## config.mk

```make
export PLATFORM = sky130hd
export DESIGN_NAME = sram_async_ctrl
export DESIGN_NICKNAME = d
export VERILOG_FILES = /design/src/rtl/sram_async_ctrl.sv
export SDC_FILE = /design/constraint.sdc
export NUM_CORES = 1
export LEC_CHECK = 0
export BUFFER_PORTS_ARGS = -buffer_cell sky130_fd_sc_hd__buf_4
export CAP_MARGIN = 20
export CORE_MARGIN = 2
export CORE_UTILIZATION = 45
export DETAILED_ROUTE_END_ITERATION = 10
export GPL_TIMING_DRIVEN = 0
export PLACE_DENSITY = 0.73
export SLEW_MARGIN = 20
export SYNTH_ARGS = -nofsm -noshare
export SYNTH_HDL_FRONTEND = slang
export SYNTH_SLANG_ARGS = --single-unit
```

## constraint.sdc

```tcl
create_clock -name clk -period 2.53 [get_ports clk]
set_clock_uncertainty 0.1 [all_clocks]
set_input_delay 0.3795 -clock clk [delete_from_list [all_inputs] [get_ports clk]]
set_output_delay 0.3795 -clock clk [all_outputs]
set_load 0.1 [all_outputs]
```

## src/rtl/sram_async_ctrl.sv

```systemverilog
module sram_async_ctrl #(
  parameter int AW         = 17,
  parameter int DW         = 8,
  parameter int CW         = 8,
  parameter int SETUP_CYC  = 1,
  parameter int PULSE_CYC  = 2,
  parameter int FLOAT_CYC  = 1,
  parameter int HOLD_CYC   = 1,
  parameter int ACCESS_CYC = 2,
  parameter int TURN_CYC   = 1
) (
  input  logic          clk,
  input  logic          rst_n,
  input  logic          req_valid,
  output logic          req_ready,
  input  logic          req_write,
  input  logic [AW-1:0] req_addr,
  input  logic [DW-1:0] req_wdata,
  output logic          rsp_valid,
  output logic [DW-1:0] rsp_rdata,
  output logic [AW-1:0] mem_addr,
  output logic          mem_ce1_n,
  output logic          mem_ce2,
  output logic          mem_we_n,
  output logic          mem_oe_n,
  output logic [DW-1:0] mem_dq_out,
  output logic          mem_dq_oe,
  input  logic [DW-1:0] mem_dq_in
);

  typedef enum logic [2:0] {
    ST_IDLE, ST_WSETUP, ST_WPULSE, ST_WHOLD, ST_RWAIT, ST_TURN
  } st_t;

  st_t           state, nxt;
  logic [CW-1:0] cnt, cnt_d, phase_len;
  logic          phase_end, accept, sel_d;

  assign req_ready = (state == ST_IDLE);
  assign accept    = req_valid && req_ready;

  always_comb begin
    case (state)
      ST_WSETUP: phase_len = CW'(SETUP_CYC);
      ST_WPULSE: phase_len = CW'(PULSE_CYC);
      ST_WHOLD:  phase_len = CW'(HOLD_CYC);
      ST_RWAIT:  phase_len = CW'(ACCESS_CYC);
      ST_TURN:   phase_len = CW'(TURN_CYC);
      default:   phase_len = CW'(1);
    endcase
  end

  assign phase_end = (cnt == phase_len - CW'(1));

  always_comb begin
    nxt = state;
    case (state)
      ST_IDLE:   if (accept) nxt = req_write ? ST_WSETUP : ST_RWAIT;
      ST_WSETUP: if (phase_end) nxt = ST_WPULSE;
      ST_WPULSE: if (phase_end) nxt = ST_WHOLD;
      ST_WHOLD:  if (phase_end) nxt = ST_TURN;
      ST_RWAIT:  if (phase_end) nxt = ST_TURN;
      ST_TURN:   if (phase_end) nxt = ST_IDLE;
      default:   nxt = ST_IDLE;
    endcase
  end

  assign cnt_d = (nxt != state || state == ST_IDLE) ? '0 : cnt + CW'(1);
  assign sel_d = (nxt == ST_WSETUP) || (nxt == ST_WPULSE) ||
                 (nxt == ST_WHOLD)  || (nxt == ST_RWAIT);

  always_ff @(posedge clk or negedge rst_n) begin
    if (!rst_n) begin
      state      <= ST_IDLE;
      cnt        <= '0;
      mem_addr   <= '0;
      mem_dq_out <= '0;
      mem_ce1_n  <= 1'b1;
      mem_ce2    <= 1'b0;
      mem_we_n   <= 1'b1;
      mem_oe_n   <= 1'b1;
      mem_dq_oe  <= 1'b0;
      rsp_valid  <= 1'b0;
      rsp_rdata  <= '0;
    end else begin
      state     <= nxt;
      cnt       <= cnt_d;
      mem_ce1_n <= !sel_d;
      mem_ce2   <= sel_d;
      mem_we_n  <= !(nxt == ST_WPULSE);
      mem_oe_n  <= !(nxt == ST_RWAIT);
      mem_dq_oe <= ((nxt == ST_WPULSE) && (cnt_d >= CW'(FLOAT_CYC))) ||
                   (nxt == ST_WHOLD);
      rsp_valid <= (state == ST_RWAIT) && phase_end;
      if (accept) begin
        mem_addr   <= req_addr;
        mem_dq_out <= req_wdata;
      end
      if (state == ST_RWAIT && phase_end) rsp_rdata <= mem_dq_in;
    end
  end

  assert_no_contention_R6: assert property (@(posedge clk) disable iff (!rst_n)
    mem_dq_oe |-> mem_oe_n);

  assert_we_selected_R3: assert property (@(posedge clk) disable iff (!rst_n)
    !mem_we_n |-> (!mem_ce1_n && mem_ce2 && mem_oe_n));

  assert_drive_after_float_R4: assert property (@(posedge clk) disable iff (!rst_n)
    $rose(mem_dq_oe) |-> (!mem_we_n && !$past(mem_we_n)));

  assert_single_pulse_R5: assert property (@(posedge clk) disable iff (!rst_n)
    rsp_valid |=> !rsp_valid);

  assert_addr_stable_R8: assert property (@(posedge clk) disable iff (!rst_n)
    (!mem_ce1_n && !$past(mem_ce1_n)) |-> $stable(mem_addr));

  assert_idle_deselected_R2: assert property (@(posedge clk) disable iff (!rst_n)
    req_ready |-> (mem_ce1_n && !mem_ce2 && mem_we_n && mem_oe_n));

endmodule

```

* Word-level counts from Yosys, hierarchy flattened
Cells that the tools add are included.
Word-level totals: flip-flop bits (word level) 50, input port bits 37, output and inout port bits 40, word-level logic and storage cells 48
Cells by class: $add $sub $neg 2, magnitude comparators 1, equal/unequal tests 11, mux-type cells 9, reductions and logical operators 14
Operators with widths (count):
- 3-bit two-way mux | 6
- 3-bit case mux with 5 select lines | 1
- 3-bit by 2-bit equality test with 1-bit output (second input constant) | 4
- 3-bit equality test (second input constant) | 3
- 8-bit by 1-bit adder with 8-bit output (second input constant) | 1
- 8-bit equality test | 1
- 8-bit by 1-bit >= comparator with 1-bit output (second input constant) | 1
- 8-bit two-way mux | 1
- 8-bit by 1-bit subtractor with 8-bit output (second input constant) | 1
- 3-bit by 1-bit equality test with 1-bit output (second input constant) | 2
- 1-bit logical OR | 5
- 2-bit OR reduction | 2
- 1-bit logical AND | 3
- 1-bit logical NOT | 3
- 3-bit logical NOT | 1
- 3-bit != test | 1
- 2-bit two-way mux | 1

* Logic depth before layout (Yosys ltp)
Gate-level depths: netlist (run 1).
depth after elaboration 13, depth in mapped cells 7, depth with buffers taken out 6

* Worst setup path before layout (run 1)
OpenSTA, ideal clock, no wires.
path type reg-to-reg, start reg state[0], end reg mem_addr[0], setup time 0.125 ns, arrival time 2.256 ns, required time 2.305 ns, path slack 0.049 ns, cell stages (with the launch flop) 8, buffers on the path 3, period minus slack after synthesis 2.481 ns, cell sequence dfrtp_1 -> buf_6 -> or3_1 -> inv_1 -> and2_1 -> buf_6 -> buf_6 -> mux2_2
Between the ends: cells in the longest elaborated chain, start to end 2
RTL lines:
- start, declared | RTL line 35 | st_t state, nxt;
- start signal, assigned | RTL line 86 | state <= nxt;
- 3-bit logical NOT | RTL line 39 | assign req_ready = (state == ST_IDLE);
- net req_ready | RTL line 15 | output logic req_ready,
- 1-bit logical AND | RTL line 40 | assign accept = req_valid && req_ready;
- end signal, assigned | RTL line 96 | mem_addr <= req_addr;
- end, declared | RTL line 21 | output logic [AW-1:0] mem_addr,
The timed path passes the listed nets, and every way through them passes these cells. A chain may end at the register's enable or synchronous reset.

* Worst setup path in the final report (run 1)
start reg state[0], end out req_ready
Between the ends: cells in the longest elaborated chain, start to end 1
RTL lines (RTL line):
- 3-bit logical NOT | 39
- end, declared | 15
Every way passes these cells.

==> flow_summary_export.csv, run 1 <==
group,metric,value,unit
run_status,status,"completed",
floorplan,die_y,73.7,um
floorplan,die-area,5430,sq um
routing,dr.pass1.iters,6,
clock_tree,clk_latency,0.30,ns
layout,drive_above_1_share,0.500,
timing,rsz0062_at_grt,"false",
setup_path,critPathLaunch,"state[0]",
clock_tree,clkTransAtPathRegs,0.09,ns
synth,async_flop_share,1.00,
clock_tree,root_buffer,"clkbuf_8",
synth,syn_area_per_cell,12.5,sq um
setup_path,rr_endpoint,"mem_dq_out[6]",
synth,yosysUniqueCellTypes,38,
global_route,grt_pass1_vias,1535,
setup_path,critPathKind,"flip-flop to output port",
setup_path,cp.required,2.05,ns
setup_path,cp-start-kind,"flip-flop",
timing,tns,0,ns
place,dp.final_hpwl,3020,um
global_route,grt_remaining_overflow,0,
timing,fin_crit,2.01,ns
timing,slew_viol_final,0,
routing,vias_per_cell,4.82,
timing,period_share,0.795,
floorplan,design.core.area,4690,sq um
routing,totalWireLength,4130,um
clock_tree,clock-sinks,50,
timing,max_freq,0.497,GHz
worst_hold_path,min_path_type,"input port to flip-flop",
floorplan,die_w,73.7,um
routing,drt_iter0_markers,40,
floorplan,start_util,0.465,
clock_tree,numCtsBuffers,5,
clock_tree,cts_tree,"done",
routing,vias,1515,
floorplan,ioPinCount,77,
timing,relSlewSlack,0.587,
global_route,grt_pass1_wl,6670,um
synth,ys_warn_count,0,
floorplan,placementRows,25,
setup_path,cp-endpoint,"req_ready",
routing,antenna_left,0,
synth,ys_seq_elements,50,
global_route,grt_max_degree,51,
setup_path,r2r_start,"state[0]",
global_route,grt_usage,0.162,
setup_path,rrSetupSlack,0.62,ns
timing,finalSetupViolations,0,
layout,areaGrowthSynthToFinish,34.9,%
synth,yosysSeqAreaShare,0.575,
clock_tree,cts_max_level,2,
setup_path,critPathCaptureType,"output port",
clock_tree,clk_path_buf_depth,2,
setup_path,cp_max_fo,10,
timing,tightest_slew,0.620,ns
synth,syn_area,2180,sq um
layout,num_antenna_cells,0,
layout,fin_nets,297,
timing,final_hold_viol_count,0,
job,drv_cap,0,
global_route,antenna_found_initial,0,
setup_path,reg2regPathDepth,7,
routing,wl_per_cell,13.1,um
place,place_congestion,0.752,
synth,synth_edf_count,0,
synth,synth.net_count,213,
routing,route.detailed.drc,0,
setup_path,critPathArrivalTime,1.53,ns
place,io_buffers,76,
synth,ys.flop_type,"dfrtp_1",
synth,synthCells,175,
==> worst max-delay path: stages, from the launching register on <==
cell	delay, ns
dfrtp_1	0.38
buf_6	0.14
or3_1	0.34
inv_1	0.08
buf_4	0.29
==> Yosys cell counts (2+ instances only) <==
master / count / share of area
mux2_2: 25 / 0.13
inv_1: 6 / 0.010
xor2_1: 3 / 0.012
o21ai_0: 2 / 0.0046
nand2b_1: 2 / 0.0057
nand2_1: 31 / 0.053
buf_6: 5 / 0.026
nand3_1: 3 / 0.0069
xnor2_1: 4 / 0.016
dfstp_2: 3 / 0.036
nor2_1: 14 / 0.024
nor3b_1: 2 / 0.0069
buf_4: 2 / 0.0069
mux2i_1: 2 / 0.0092
dfrtp_1: 47 / 0.54
nor3_1: 2 / 0.0046
==> metrics by stage <==
| stage | std cells | setup slack [ns] | hold slack [ns] | instance area, sq um | utilization |
|---|---|---|---|---|---|
| global placement | 305 | 0.622 | 0.338 | 2820 | 0.601 |
| floorplan | 175 | 0.0489 | -0.0161 | 2180 | - |
| global route | 314 | 0.450 | 0.158 | 2950 | 0.628 |
| finish | 314 | 0.519 | 0.166 | 2950 | 0.628 |
| CTS | 314 | 0.498 | 0.153 | 2950 | 0.628 |
| detailed placement | 305 | 0.613 | 0.340 | 2820 | 0.601 |
==> layout make-up <==
type,count,area (sq um)
fill,389,1750
sequential,50,1250
multi-input combinational,112,835
timing repair buffer,77,581
buffer,7,71.3
clock buffer,5,68.8
tap,54,67.6
clock inverter,3,45.0
inverter,6,22.5
==> how the worst min path moves through the flow <==
stage                            start  slack, ns  cells after the start            to
after detailed placement         rst_n       0.34                      1        cnt[5]
after floorplan                  rst_n      -0.02                      0        cnt[0]
after global routing      mem_dq_in[0]       0.16                      3  rsp_rdata[0]
after CTS                    req_valid       0.15                      2     mem_ce1_n
final                        req_valid       0.17                      2     mem_ce1_n
after global placement           rst_n       0.34                      1        cnt[4]
==> cells in the final DEF, fill, tap and decap left out, types with 2 or more instances in the layout <==
| cell | instances |
|---|---|
| buf_4 | 78 |
| buf_6 | 5 |
| clkbuf_8 | 5 |
| clkinvlp_4 | 2 |
| dfrtp_1 | 47 |
| dfstp_2 | 3 |
| inv_1 | 6 |
| mux2_2 | 25 |
| mux2i_1 | 2 |
| nand2_1 | 31 |
| nand2b_1 | 2 |
| nand3_1 | 3 |
| nor2_1 | 14 |
| nor3_1 | 2 |
| nor3b_1 | 2 |
| o21ai_0 | 2 |
| xnor2_1 | 4 |
| xor2_1 | 3 |
==> cell families after synthesis <==
| logic type | after synthesis | synth area share |
|---|---|---|
| AOI/OAI and AO/OA | 13 | 0.0556 |
| xor gates and xnor gates | 7 | 0.0281 |
| adders and majority gates | 1 | 0.00573 |
| buffers and inverters | 13 | 0.0430 |
| DFF | 50 | 0.575 |
| muxes | 27 | 0.138 |
| and+or+nand+nor | 64 | 0.155 |
==> metal layers <==
metal,part of all wire,track usage,routed length (um),vias to the layer above
met5,0,0,0,-
met4,0.012,0.0667,51,0
met3,0.059,0.0439,244,4
met2,0.49,0.270,2030,48
met1,0.44,0.197,1810,707
li1,-,-,-,756
==> sequential cells by signal (all words and copies together) (netlist names) <==
signal	cells
cnt	8
mem_addr	17
mem_ce1_n	1
mem_ce2	1
mem_dq_oe	1
mem_dq_out	8
mem_oe_n	1
mem_we_n	1
rsp_rdata	8
rsp_valid	1
state	3
==> repair_timing <==
item,CTS,global route
hold buffers,1,0
resized for setup,0,0
setup buffers,0,0
endpoints found under the hold margin,6,0
Power of run 1 is left out: the tool's default activity adds up to more than one toggle a clock period on the data nets, which glitch-free logic cannot reach.
==> run 2, diff against run 1 <==
--- a/config.mk
+++ b/config.mk
@@ -5,6 +5,7 @@
 export SDC_FILE = /design/constraint.sdc
 export NUM_CORES = 1
 export LEC_CHECK = 0
+export ABC_AREA = 1
 export BUFFER_PORTS_ARGS = -buffer_cell sky130_fd_sc_hd__buf_4
 export CAP_MARGIN = 20
 export CORE_MARGIN = 2
==> constraint.sdc (replaced) <==
create_clock -name clk -period 1.9 [get_ports clk]
set_clock_uncertainty 0.1 [all_clocks]
set_input_delay 0.285 -clock clk [delete_from_list [all_inputs] [get_ports clk]]
set_output_delay 0.285 -clock clk [all_outputs]
set_load 0.1 [all_outputs]
==> run 2 against run 1 <==
Effect of this change:
- the run now ends with negative setup slack left
- non-clock buffer count up 5
- flip-flop and latch count did not move
- final cell count up 34%
- synthesized area rose by 0.92%
- critical path depth rose by 10
- register-to-register slack lost 0.63 ns
- utilization up 2.3 points
- hold slack lost 0.090 ns
- first-iteration DRC count increased by 20%
- count of clock-buffer cells in the layout is 1 higher
- global-route usage rose by 2.0 points
- synthesized cell count increased by 49%
- critical endpoint is now mem_dq_oe
==> flow_summary_export.csv, run 2 <==
group,metric,value,unit
setup_path,critPathKind,"flip-flop to flip-flop",
layout,regMostFlops,"mem_addr",
setup_path,cp_max_fo,6,
layout,drive_above_1_share,0.365,
routing,route.detailed.drc,0,
timing,tightest_slew,0.593,ns
timing,holdWs,0.0757,ns
global_route,grt_pass1_vias,1783,
setup_path,cp-start-kind,"flip-flop",
routing,dr.pass1.iters,5,
setup_path,cp.required,2.00,ns
synth,yosysUniqueCellTypes,28,
worst_hold_path,min_path_type,"input port to flip-flop",
setup_path,critPathCaptureType,"flip-flop",
layout,fin_nets,391,
layout,fillers,395,
timing,max_freq,0.524,GHz
floorplan,die_y,74.0,um
timing,period_share,1.00,
floorplan,die_w,74.0,um
global_route,grt_max_degree,51,
synth,synthCells,261,
run_status,failed_checks,"negative setup slack",
clock_tree,cts_max_level,2,
synth,ys_warn_count,0,
synth,yosysSeqAreaShare,0.570,
timing,slew_viol_final,0,
synth,yosys.area.top_type,"dfrtp_1",
setup_path,critPathArrivalTime,2.01,ns
floorplan,design.core.area,4720,sq um
clock_tree,root_buffer,"clkbuf_8",
synth,ys_seq_elements,50,
place,place_congestion,0.793,
floorplan,placementRows,25,
layout,regArea,1260,sq um
clock_tree,cts_tree,"done",
timing,finalSetupViolations,1,
place,dp_cells,404,
synth,synth_commonest_cells,"125 x nand2_1, 47 x dfrtp_1, 20 x inv_1, 19 x nor2_1, 10 x nand3_1",
layout,multi_input_area,897,sq um
synth,syn_area,2200,sq um
setup_path,rrSetupSlack,-0.008,ns
run_status,status,"complete, but fails checks",
timing,relSlewSlack,0.605,
layout,layout_common_cells,"121 x nand2_1, 84 x buf_4, 44 x dfrtp_1",
timing,setup_slack,-0.00827,ns
layout,final_core_util,0.651,
routing,wl_per_cell,11.9,um
routing,vias,1968,
layout,num_antenna_cells,0,
routing,vias_per_cell,4.69,
synth,syn_area_per_cell,8.44,sq um
synth,synth.net_count,299,
layout,areaGrowthSynthToFinish,39.6,%
place,io_buffers,76,
clock_tree,numCtsBuffers,5,
floorplan,ioPinCount,77,
layout,largest_reg_flops,17,
clock_tree,clk_latency,0.30,ns
synth,synth_edf_count,0,
synth,synth_top_cell_area_share,0.534,
routing,antenna_left,0,
synth,yosysMostFrequentCell,"nand2_1",
layout,layout_commonest_cell,"nand2_1",
synth,synth_area_leaders,"dfrtp_1 53%, nand2_1 21%, dfstp_2 3.6%, inv_1 3.4%, nor2_1 3.2%",
timing,rsz0062_at_grt,"true",
clock_tree,clk_path_buf_depth,2,
floorplan,start_util,0.466,
synth,ys.flop_type,"dfrtp_1",
routing,drt_iter0_markers,48,
timing,final_hold_viol_count,0,
floorplan,die-area,5470,sq um
layout,layout.cells.non_filler,420,
job,drv_cap,0,
routing,totalWireLength,5000,um
clock_tree,clkTransAtPathRegs,0.09,ns
global_route,grt_remaining_overflow,0,
global_route,grt_pass1_wl,7670,um
timing,fin_crit,1.91,ns
clock_tree,clock-sinks,50,
place,dp.final_hpwl,3610,um
global_route,antenna_found_initial,0,
global_route,grt_usage,0.182,
synth,async_flop_share,1.00,
-- run 2: cell types whose count changed after synthesis, sizes merged, moves of 3 or more --
cell,delta
buf,-5
inv,+18
mux2,-25
nand2,+99
nand3,+11
nor2,+8
xnor2,-3
-- run 2: kinds of logic (layout without fill, tap and decap cells) --
logic type / Yosys count / in the layout / synth area share
and+or+nand+nor: 169 / 169 / 0.327
DFF: 50 / 50 / 0.570
buffers and inverters: 29 / 121 / 0.0494
AOI/OAI and AO/OA: 8 / 8 / 0.0290
xor gates and xnor gates: 4 / 4 / 0.0193
adders and majority gates: 1 / 1 / 0.00568
-- run 2: path summary, 6_finish.rpt --
kind	start	cells after the start	end
min reg2reg	rsp_rdata[7]	2	rsp_rdata[7]
max reg2reg	state[0]	14	mem_dq_oe
max in group asynchronous	rst_n	2	state[2]
min in group asynchronous	rst_n	2	rsp_rdata[1]
min	req_wdata[0]	3	mem_dq_out[0]
max	state[0]	14	mem_dq_oe
-- run 2: timing repair --
item,CTS,global route
pin swaps,1,2
setup buffers,2,6
endpoints found under the hold margin,47,0
hold buffers,1,0
endpoints found under the setup margin,26,22
gates resized for setup,9,16
-- run 2: metal layers --
layer  global-route usage  routed length (um)  up-vias
li1                     -                   -      976
met1                0.218                2120      925
met2                0.322                2540       62
met3               0.0515                 285        5
met4               0.0485                  53        0
met5                    0                   0        -
-- run 2: critical path, stage by stage (launching register included) --
cell,delay [ns]
dfrtp_2,0.48
inv_4,0.12
nand2_1,0.10
nand2_2,0.09
nand3_2,0.08
nand3_4,0.11
nand2_2,0.06
nand3_2,0.12
nand2_4,0.07
nand2_2,0.08
nand2_4,0.06
o211ai_1,0.09
nand3_1,0.10
nor2_1,0.10
nor2_1,0.05
-- run 2: layout make-up --
| cell class | instances | area share |
|---|---|---|
| buffer | 4 | 0.00570 |
| timing repair buffer | 85 | 0.208 |
| sequential | 50 | 0.409 |
| clock inverter | 1 | 0.00244 |
| tap | 67 | 0.0273 |
| clock buffer | 6 | 0.0236 |
| multi-input combinational | 182 | 0.292 |
| inverter | 25 | 0.0317 |
-- run 2: metrics by stage --
stage / area, sq um / setup slack [ns] / setup TNS, ns
finish: 3080 / -0.00827 / -0.00827
floorplan: 2200 / 0.185 / 0
CTS: 2980 / 0.00787 / 0
detailed placement: 2860 / -0.0580 / -0.438
global route: 3080 / -0.127 / -0.300
global placement: 2860 / -0.00444 / -0.00883
Power of run 2 is left out for the same reason.
==> run 3, diff against run 2 <==
--- a/config.mk
+++ b/config.mk
@@ -5,13 +5,13 @@
 export SDC_FILE = /design/constraint.sdc
 export NUM_CORES = 1
 export LEC_CHECK = 0
-export ABC_AREA = 1
 export BUFFER_PORTS_ARGS = -buffer_cell sky130_fd_sc_hd__buf_4
 export CAP_MARGIN = 20
 export CORE_MARGIN = 2
 export CORE_UTILIZATION = 45
 export DETAILED_ROUTE_END_ITERATION = 10
 export GPL_TIMING_DRIVEN = 0
+export MAX_ROUTING_LAYER = met4
 export PLACE_DENSITY = 0.73
 export SLEW_MARGIN = 20
 export SYNTH_ARGS = -nofsm -noshare
==> constraint.sdc (replaced) <==
create_clock -name clk -period 1.9 [get_ports clk]
set_clock_uncertainty 0.1 [all_clocks]
set_input_delay 0.285 -clock clk [delete_from_list [all_inputs] [get_ports clk]]
set_output_delay 0.285 -clock clk [all_outputs]
set_load 0.005 [all_outputs]
==> run 3 against run 2 <==
Effect of this change:
- global-route usage down 1.5 points
- the flow now finishes without violations
- die area down 0.86%
- critical endpoint is now mem_addr[16]
- non-clock buffer count up 1
- flip-flop and latch count unchanged
- via count down 21%
- register-to-register slack better by 0.07 ns
- critical path depth down 8
- hold slack worse by 0.0026 ns
- first-iteration DRC count down 6.3%
- count of clock-buffer cells in the layout down 1
- maximum frequency up 3.6%
- highest routed layer unchanged
- critical path type unchanged
==> flow_summary_export.csv, run 3 (synthesized netlist as in run 1, its figures left out) <==
group,metric,value,unit
layout,layout_common_cells,"82 x buf_4, 46 x dfrtp_1, 31 x nand2_1",
clock_tree,cts_max_level,2,
place,place_congestion,0.761,
timing,finalSetupViolations,0,
pwr,fin_total_pwr,4710,uW
routing,antenna_left,0,
setup_path,crit_slowest_cell,"dfrtp_1",
clock_tree,clock-sinks,50,
setup_path,cp.required,1.99,ns
setup_path,worst_path_largest_cell_delay,0.38,ns
timing,max_freq,0.543,GHz
layout,num_antenna_cells,0,
pwr,power.density,1540,nW/um^2
setup_path,critPathCaptureType,"flip-flop",
setup_path,rrSetupSlack,0.06,ns
routing,vias_per_cell,4.85,
routing,vias,1552,
place,io_buffers,76,
timing,period_share,0.969,
timing,fin_crit,1.84,ns
timing,setup_slack,0.0580,ns
job,drv_cap,0,
clock_tree,clk_path_buf_depth,2,
clock_tree,root_buffer,"clkbuf_8",
worst_hold_path,min_path_type,"input port to flip-flop",
layout,final_core_util,0.650,
floorplan,die-area,5430,sq um
setup_path,critPathKind,"flip-flop to flip-flop",
global_route,grt_max_degree,51,
timing,slew_viol_final,0,
routing,wl_per_cell,13.5,um
pwr,power_leakage,0.00146,uW
pwr,peakVddDrop,0.593,mV
global_route,grt_remaining_overflow,0,
layout,areaGrowthSynthToFinish,39.7,%
floorplan,die_w,73.7,um
setup_path,reg2regPathDepth,6,
global_route,grt_pass1_vias,1542,
layout,layout_commonest_cell,"buf_4",
layout,drive_above_1_share,0.526,
routing,totalWireLength,4310,um
worst_hold_path,min_delay_path_depth,2,
timing,tightest_slew,0.618,ns
setup_path,critPathArrivalTime,1.93,ns
floorplan,placementRows,25,
timing,tns,0,ns
setup_path,cp_max_fo,10,
layout,largest_reg_flops,17,
timing,final_hold_viol_count,0,
setup_path,crit_chain,"buf_6 -> or3_4 -> inv_2 -> and2_4 -> clkbuf_16 -> mux2_2",
clock_tree,clkTransAtPathRegs,0.09,ns
clock_tree,numCtsBuffers,5,
clock_tree,clk_latency,0.30,ns
clock_tree,cts_tree,"done",
place,dp.final_hpwl,3020,um
setup_path,cp-start-kind,"flip-flop",
layout,fin_nets,303,
floorplan,start_util,0.465,
global_route,grt_usage,0.167,
global_route,antenna_found_initial,0,
routing,route.detailed.drc,0,
timing,relSlewSlack,0.588,
place,pre_cts_ws,-0.0167,ns
routing,dr.pass1.iters,6,
layout,fillers,380,
global_route,grt_pass1_wl,6720,um
routing,drt_iter0_markers,45,
layout,regMostFlops,"mem_addr",
timing,rsz0062_at_grt,"true",
floorplan,ioPinCount,77,
floorplan,design.core.area,4690,sq um
floorplan,die_y,73.7,um
run_status,status,"completed",
run 3: changes by cell type in the layout (fill, tap and decap cells not counted), moves of 5 or more:
cell | before | now
nand2_2 | 7 | 0
nand2_1 | 121 | 31
nor2_4 | 5 | 0
inv_1 | 18 | 5
nand3_2 | 5 | 0
mux2_2 | 0 | 25
nand3_1 | 8 | 3
run 3: final cells by class:
| type | count | area, sq um | area share |
|---|---|---|---|
| flip-flops and latches | 50 | 1260 | 0.412 |
| clock inverters | 3 | 45.0 | 0.0148 |
| well taps | 54 | 67.6 | 0.0221 |
| plain buffers | 6 | 67.6 | 0.0221 |
| repair buffers | 84 | 681 | 0.223 |
| inverters | 6 | 22.5 | 0.00738 |
| multi-input cells | 112 | 842 | 0.276 |
| clock buffers | 5 | 68.8 | 0.0226 |
run 3: worst max-delay path, delay by kind of cell (launching register included):
kind          cells  cell delay [ns]
buf+inv           3             0.37
flops             1             0.38
mux               1             0.33
simple gates      2             0.56
run 3: final timing paths:
path                              start           end
setup / recovery               state[0]  mem_addr[16]
hold / removal                req_valid     mem_ce1_n
setup reg to reg               state[0]  mem_addr[16]
hold reg to reg            rsp_rdata[6]  rsp_rdata[6]
max in group asynchronous         rst_n        cnt[7]
min in group asynchronous         rst_n        cnt[5]
run 3: routing by layer:
| metal | track usage | share of wire |
|---|---|---|
| met4 | 0.0667 | 0.016 |
| met2 | 0.274 | 0.50 |
| met5 | - | 0 |
| met1 | 0.197 | 0.43 |
| met3 | 0.0398 | 0.057 |
run 3: metrics by stage:
| stage | cell area [sq um] | cells | hold slack (ns) |
|---|---|---|---|
| finish | 3050 | 320 | 0.0731 |
| global route | 3050 | 320 | 0.0664 |
| CTS | 2970 | 315 | 0.0588 |
| detailed placement | 2820 | 305 | 0.246 |
| global placement | 2820 | 305 | 0.243 |
| floorplan | 2180 | 175 | -0.111 |
run 3: power breakdown:
part	leakage [uW]	internal, uW	switching [uW]
registers	0.000607	1540	240
clock network	0.0000504	392	353
logic	0.000808	1330	855
total	0.00146	3260	1450
run 3: repair_timing:
action / in CTS / in global routing
pin swaps: 0 / 5
endpoints found under the hold margin: 47 / 0
endpoints found under the setup margin: 20 / 35
hold buffers: 1 / 0
buffers inserted: 1 / 4
gates resized for setup: 2 / 4
gates cloned: 0 / 2
Power figures use the tool's default switching activity.
